==> config.mk <==
export PLATFORM = sky130hd
export DESIGN_NAME = dual_cal_corrector
export DESIGN_NICKNAME = d
export VERILOG_FILES = /design/src/rtl/corr_pkg.sv /design/src/rtl/cal_regfile.sv /design/src/rtl/chan_corrector.sv /design/src/rtl/dual_cal_corrector.sv
export SDC_FILE = /design/constraint.sdc
export NUM_CORES = 2
export LEC_CHECK = 0
export ABC_AREA = 1
export ABC_CLOCK_PERIOD_IN_PS = 8100
export CAP_MARGIN = 25
export CORE_ASPECT_RATIO = 0.5
export CORE_MARGIN = 2
export CORE_UTILIZATION = 60
export DETAILED_ROUTE_END_ITERATION = 16
export PLACE_DENSITY_LB_ADDON = 0.08
export SKIP_CTS_REPAIR_TIMING = 1
export SLEW_MARGIN = 5
export SYNTH_ARGS = -nofsm -noshare
export SYNTH_HDL_FRONTEND = slang
export SYNTH_HIERARCHICAL = 1
export SYNTH_SLANG_ARGS = --single-unit
==> constraint.sdc <==
create_clock -name clk_i -period 8.1 [get_ports clk_i]
set_clock_uncertainty 0.2 [all_clocks]
set_input_delay 1.62 -clock clk_i [delete_from_list [all_inputs] [get_ports clk_i]]
set_output_delay 1.62 -clock clk_i [all_outputs]
set_load 0.05 [all_outputs]
==> src/rtl/corr_pkg.sv <==
package corr_pkg;
  localparam int CH_COUNT     = 2;
  localparam int CTRL_ADDR    = 2 * CH_COUNT;
  localparam int REG_ADDR_W   = $clog2(CTRL_ADDR + 1);
  localparam int CTRL_OFF_BIT = 0;
  localparam int CTRL_GN_BIT  = 1;
  localparam int CTRL_WID_LSB = 2;
endpackage

==> src/rtl/cal_regfile.sv <==
module cal_regfile
  import corr_pkg::*;
#(
  parameter int DW   = 24,
  parameter int N_CH = CH_COUNT,
  parameter int AW   = REG_ADDR_W
) (
  input  logic                       clk_i,
  input  logic                       rst_ni,
  input  logic                       we_i,
  input  logic [AW-1:0]              addr_i,
  input  logic [DW-1:0]              wdata_i,
  output logic [N_CH-1:0][DW-1:0]    off_word_o,
  output logic [N_CH-1:0][DW-1:0]    gain_word_o,
  output logic                       off_en_o,
  output logic                       gain_en_o,
  output logic [N_CH-1:0]            full_w_o
);
  always_ff @(posedge clk_i or negedge rst_ni) begin
    if (!rst_ni) begin
      off_word_o  <= '0;
      gain_word_o <= '0;
      off_en_o    <= 1'b0;
      gain_en_o   <= 1'b0;
      full_w_o    <= '1;
    end else if (we_i) begin
      for (int c = 0; c < N_CH; c++) begin
        if (addr_i == AW'(2 * c))     off_word_o[c]  <= wdata_i;
        if (addr_i == AW'(2 * c + 1)) gain_word_o[c] <= wdata_i;
      end
      if (addr_i == AW'(CTRL_ADDR)) begin
        off_en_o  <= wdata_i[CTRL_OFF_BIT];
        gain_en_o <= wdata_i[CTRL_GN_BIT];
        full_w_o  <= wdata_i[CTRL_WID_LSB +: N_CH];
      end
    end
  end
endmodule

==> src/rtl/chan_corrector.sv <==
module chan_corrector #(
  parameter int DW = 24,
  parameter int SW = 16
) (
  input  logic          clk_i,
  input  logic          rst_ni,
  input  logic          valid_i,
  input  logic [DW-1:0] raw_i,
  input  logic [DW-1:0] off_word_i,
  input  logic [DW-1:0] gain_word_i,
  input  logic          off_en_i,
  input  logic          gain_en_i,
  input  logic          full_w_i,
  output logic [DW-1:0] res_o
);
  localparam int PW = 2 * DW + 1;
  localparam logic [DW-1:0] POS_RAIL = {1'b0, {(DW-1){1'b1}}};
  localparam logic [DW-1:0] NEG_RAIL = {1'b1, {(DW-1){1'b0}}};

  logic [DW:0]   sum_w;
  logic [DW-1:0] sum_sat;
  logic [DW:0]   mult_k;
  logic signed [PW-1:0] prod, scaled;
  logic [DW-1:0] gain_sat, corr, shaped;

  // offset stage: purely combinational, no added latency
  always_comb begin
    sum_w = {raw_i[DW-1], raw_i};
    if (off_en_i) sum_w = sum_w + {off_word_i[DW-1], off_word_i};
    if (sum_w[DW] != sum_w[DW-1]) sum_sat = sum_w[DW] ? NEG_RAIL : POS_RAIL;
    else                          sum_sat = sum_w[DW-1:0];
  end

  // gain stage: multiplier is 1.0 + word * 2^-(DW-1)
  always_comb begin
    mult_k = {2'b01, {(DW-1){1'b0}}} + {gain_word_i[DW-1], gain_word_i};
    prod   = $signed({{(DW+1){sum_sat[DW-1]}}, sum_sat})
           * $signed({{DW{mult_k[DW]}}, mult_k});
    scaled = prod >>> (DW - 1);
    if (scaled[PW-1:DW-1] != {(PW-DW+1){scaled[PW-1]}})
      gain_sat = scaled[PW-1] ? NEG_RAIL : POS_RAIL;
    else
      gain_sat = scaled[DW-1:0];
    corr = gain_en_i ? gain_sat : sum_sat;
  end

  assign shaped = full_w_i ? corr : {{(DW-SW){1'b0}}, corr[DW-1 -: SW]};

  always_ff @(posedge clk_i or negedge rst_ni) begin
    if (!rst_ni)      res_o <= '0;
    else if (valid_i) res_o <= shaped;
  end
endmodule

==> src/rtl/dual_cal_corrector.sv <==
module dual_cal_corrector
  import corr_pkg::*;
#(
  parameter int DATA_W  = 24,
  parameter int SHORT_W = 16
) (
  input  logic                  clk_i,
  input  logic                  rst_ni,
  input  logic                  reg_we_i,
  input  logic [REG_ADDR_W-1:0] reg_addr_i,
  input  logic [DATA_W-1:0]     reg_wdata_i,
  input  logic                  smp_valid_i,
  input  logic [DATA_W-1:0]     smp_ch0_i,
  input  logic [DATA_W-1:0]     smp_ch1_i,
  output logic                  res_valid_o,
  output logic [DATA_W-1:0]     res_ch0_o,
  output logic [DATA_W-1:0]     res_ch1_o
);
  logic [CH_COUNT-1:0][DATA_W-1:0] off_word, gain_word, raw, res;
  logic                            off_en, gain_en;
  logic [CH_COUNT-1:0]             full_w;

  cal_regfile #(.DW(DATA_W), .N_CH(CH_COUNT), .AW(REG_ADDR_W)) u_regs (
    .clk_i, .rst_ni,
    .we_i        (reg_we_i),
    .addr_i      (reg_addr_i),
    .wdata_i     (reg_wdata_i),
    .off_word_o  (off_word),
    .gain_word_o (gain_word),
    .off_en_o    (off_en),
    .gain_en_o   (gain_en),
    .full_w_o    (full_w)
  );

  assign raw[0] = smp_ch0_i;
  assign raw[1] = smp_ch1_i;

  for (genvar c = 0; c < CH_COUNT; c++) begin : g_ch
    chan_corrector #(.DW(DATA_W), .SW(SHORT_W)) u_corr (
      .clk_i, .rst_ni,
      .valid_i     (smp_valid_i),
      .raw_i       (raw[c]),
      .off_word_i  (off_word[c]),
      .gain_word_i (gain_word[c]),
      .off_en_i    (off_en),
      .gain_en_i   (gain_en),
      .full_w_i    (full_w[c]),
      .res_o       (res[c])
    );
  end

  always_ff @(posedge clk_i or negedge rst_ni) begin
    if (!rst_ni) res_valid_o <= 1'b0;
    else         res_valid_o <= smp_valid_i;
  end

  assign res_ch0_o = res[0];
  assign res_ch1_o = res[1];
endmodule

==> impl_results.md <==
- Initial Util: 0.608
- Site row count: 73
- Ant. Diodes: 0
- Reg2Reg Depth: 47
- Fraction of synthesis flops using an asynchronous set or reset pin: 1.00
- Number of global-route vias before repair: 47,800
- Type of the most critical hold path: register to register
- Outcome: finished, violations left
- Standard cell core area: 79,600 um2
- Post-detail-place hpwl: 142,000 um
- TritonCTS buffer count: 17
- Instance count along the most critical hold path: 2
- Element type at the critical path end: register
- Register bit total from synthesis: 149
- First-pass DRT Iterations: 8
- # H-tree levels: 4
- Layout cells sized above 1: 0.210
- Root buf cell: sky130_fd_sc_hd__clkbuf_16
- Die Span Y: 205 um
- Final setup slack of the worst path: -2160 ps
- Remaining DRCs: 0
- Type of element launching the critical path: input port
- Post-Syn Nets: 7,828
- Minimum clock period after layout: 10,260 ps
- Largest buffer count on any clock path: 2
- Mean area per synthesized cell: 7.62 um2
- RSZ-0062 raised after global routing: true
- Wire length of the first global-routing pass: 262,000 um
- Top-level port count: 128
- Clock slew at reported path FFs: 70 ps
- Final non-filler cell area: 61,000 um2
- Total standard cell area after synthesis: 48,300 um2
- Endpoint of the worst hold-timing path: g_ch[1].u_corr/res_o[22]
- Number of sinks driven by the clock tree: 149
- Final max-slew violation count: 0
- Port Buf Inserts: 127
- Worst reg-to-reg setup slack: -1370 ps
- Clk_lat worst skew: 470 ps
- Worst setup path class: input port to register
- Grt total ovfl: 0
- CTS tree: yes
- Max-cap viol count: 0
- Final clock period utilization by the worst path: 1.27
- Number of warnings printed during yosys synthesis: 6
- Slowest cell on the critical path: sky130_fd_sc_hd__fa_1
- Global-route usage over all layers: 0.416
- Count of flip-flops with a built-in enable after synthesis: 0
- Signal arrival time at the worst endpoint: 10,420 ps
- R2r startpoint: u_regs/off_word_o[24]
- X dimension of the die: 405 um
- Final routed wirelength across all metal layers: 172,000 um
- Area after DPL: 57,300 um2
- Number of nets with antenna violations after detailed routing: 0
- Synth-to-Final Area Change: 26.2%
- Wire length per cell after detailed routing: 20.8 um
- Area enclosed by the die boundary: 83,000 um2
- Worst stage delay on the critical path: 600 ps
- Instance count of the mapped netlist: 6,341
- Final hold violations: 0
- # fillers: 5,940
- Worst-Margin Slew: 1040 ps
- Biggest fanout along the worst timing path: 7
- Required time of the worst setup path: 8260 ps
- Final setup vio count: 48
- Via count: 46,100
- Drt via density: 5.57
- Net total in the final layout: 8,665
- Sequential cell area fraction in the yosys report: 0.0772
- Maximum number of pins on one net before global-route repair: 94
- Cell repeated most along the worst path: sky130_fd_sc_hd__fa_1
- Synth unique cells: 51
- Reg2reg end: g_ch[1].u_corr/res_o[11]
- Final estimated routing congestion in global placement: 1.04
- Iteration-0 DRC count of the detailed router: 4,084
- Violations in the final reports: setup timing
- Leading register cell type out of synthesis: sky130_fd_sc_hd__dfrtp_1
- Antenna violations before repair: 2
- Maximum clock frequency: 97.4 MHz
- Max_slew headroom: 0.301
- Source of the worst hold timing path: g_ch[1].u_corr/res_o[22]
stage by stage:
stage | hold WS (ps) | util | setup slack (ps) | instances | TNS [ps]
after floorplan | 240 | - | -1530 | 6341 | -70380
after global placement | 263 | 0.720 | -3190 | 8149 | -147560
after detailed placement | 267 | 0.720 | -3240 | 8150 | -151580
after CTS | 283 | 0.727 | -2790 | 8181 | -128910
after global routing | 293 | 0.766 | -2490 | 8277 | -117080
final | 281 | 0.766 | -2160 | 8277 | -99620
how the worst max path moves through the flow:
stage / from / endpoint / slack, ps / cells after the start
after floorplan: smp_ch1_i[0] / g_ch[1].u_corr/res_o[14] / -1530 / 50
after global placement: smp_ch1_i[0] / g_ch[1].u_corr/res_o[11] / -3190 / 48
after detailed placement: smp_ch1_i[0] / g_ch[1].u_corr/res_o[8] / -3240 / 48
after CTS: smp_ch1_i[0] / g_ch[1].u_corr/res_o[8] / -2790 / 48
after global routing: smp_ch1_i[0] / g_ch[1].u_corr/res_o[4] / -2490 / 47
final: smp_ch1_i[3] / g_ch[1].u_corr/res_o[11] / -2160 / 46
Yosys cell counts (15+ instances only):
cell type | count | area, um2
sky130_fd_sc_hd__nor2_1 | 528 | 1980
sky130_fd_sc_hd__a31oi_1 | 23 | 144
sky130_fd_sc_hd__nand3_1 | 223 | 1120
sky130_fd_sc_hd__o21ai_0 | 99 | 495
sky130_fd_sc_hd__nand4_1 | 15 | 93.8
sky130_fd_sc_hd__xor2_1 | 47 | 412
sky130_fd_sc_hd__xnor2_1 | 16 | 140
sky130_fd_sc_hd__ha_1 | 444 | 5560
sky130_fd_sc_hd__nand2_2 | 25 | 156
sky130_fd_sc_hd__inv_1 | 1468 | 5510
sky130_fd_sc_hd__clkinv_1 | 17 | 63.8
sky130_fd_sc_hd__o211ai_1 | 18 | 135
sky130_fd_sc_hd__clkbuf_1 | 165 | 619
sky130_fd_sc_hd__o21a_1 | 20 | 150
sky130_fd_sc_hd__buf_1 | 32 | 120
sky130_fd_sc_hd__dfrtp_1 | 147 | 3680
sky130_fd_sc_hd__buf_2 | 26 | 130
sky130_fd_sc_hd__a21oi_1 | 197 | 986
sky130_fd_sc_hd__nor3_1 | 26 | 130
sky130_fd_sc_hd__nand2_1 | 1731 | 6500
sky130_fd_sc_hd__fa_1 | 964 | 19300
critical path: cells and delay by family:
family	cells	cell delay (ps)
adder cells (fa/ha/maj)	9	3920
AO/OA/AOI/OAI	8	1220
AND/OR/NAND/NOR	19	2460
buffers and inverters	10	1130
cell usage in the layout, fill, tap and decap left out, types with 18 or more instances in the layout:
cell | Yosys | routed
sky130_fd_sc_hd__a21oi_1 | 197 | 144
sky130_fd_sc_hd__a21oi_2 | 0 | 45
sky130_fd_sc_hd__buf_12 | 0 | 45
sky130_fd_sc_hd__buf_4 | 6 | 842
sky130_fd_sc_hd__buf_6 | 6 | 25
sky130_fd_sc_hd__clkbuf_16 | 0 | 22
sky130_fd_sc_hd__clkdlybuf4s50_1 | 0 | 78
sky130_fd_sc_hd__dfrtp_1 | 147 | 147
sky130_fd_sc_hd__dlymetal6s2s_1 | 0 | 37
sky130_fd_sc_hd__fa_1 | 964 | 943
sky130_fd_sc_hd__fa_2 | 0 | 21
sky130_fd_sc_hd__ha_1 | 444 | 378
sky130_fd_sc_hd__ha_4 | 0 | 64
sky130_fd_sc_hd__inv_1 | 1468 | 1407
sky130_fd_sc_hd__inv_2 | 9 | 61
sky130_fd_sc_hd__nand2_1 | 1731 | 1618
sky130_fd_sc_hd__nand2_2 | 25 | 86
sky130_fd_sc_hd__nand2_4 | 2 | 52
sky130_fd_sc_hd__nand3_1 | 223 | 145
sky130_fd_sc_hd__nand3_2 | 11 | 79
sky130_fd_sc_hd__nor2_1 | 528 | 481
sky130_fd_sc_hd__nor2_2 | 6 | 38
sky130_fd_sc_hd__nor2_4 | 3 | 18
sky130_fd_sc_hd__nor3_1 | 26 | 21
sky130_fd_sc_hd__o211ai_1 | 18 | 18
sky130_fd_sc_hd__o21a_1 | 20 | 20
sky130_fd_sc_hd__o21ai_0 | 99 | 75
sky130_fd_sc_hd__xor2_1 | 47 | 47
kinds of logic (layout without fill, tap and decap cells):
kind of cell	count (synthesis)	in the layout	synth area share
fa+ha+maj	1408	1408	0.514
mux	5	5	0.00104
flops	149	149	0.0772
compound gates	393	393	0.0455
xor+xnor	63	63	0.0114
buf+inv	1730	2572	0.137
simple gates	2593	2600	0.214
registers in the layout, indices dropped and copies added (netlist names):
name / flops
g_ch.u_corr/res_o: 48
u_regs/gain_word_o: 48
u_regs/off_word_o: 48
u_regs/full_w_o: 2
res_valid_o: 1
u_regs/gain_en_o: 1
u_regs/off_en_o: 1
cell type report:
| cell class | instances | area [um2] | share of cell area |
|---|---|---|---|
| repair inverters | 1 | 6.26 | 0.000103 |
| multi-input cells | 4469 | 40700 | 0.667 |
| clock inverters | 14 | 119 | 0.00195 |
| repair buffers | 1046 | 9010 | 0.148 |
| inverters | 1494 | 5650 | 0.0927 |
| well taps | 1087 | 1360 | 0.0223 |
| flip-flops and latches | 149 | 3730 | 0.0612 |
| clock buffers | 17 | 425 | 0.00698 |
per-layer routing:
layer  global-route usage  part of all wire  vias to the layer above
met1                0.510              0.37                    22500
li1                     -                 -                    20300
met5                    0          0.000075                        -
met3               0.0757             0.089                      735
met4                0.259             0.077                        2
met2                0.688              0.47                     2501
Power is not shown: default switching activity piles up to over one toggle a cycle in this logic, so the estimate is an artifact.
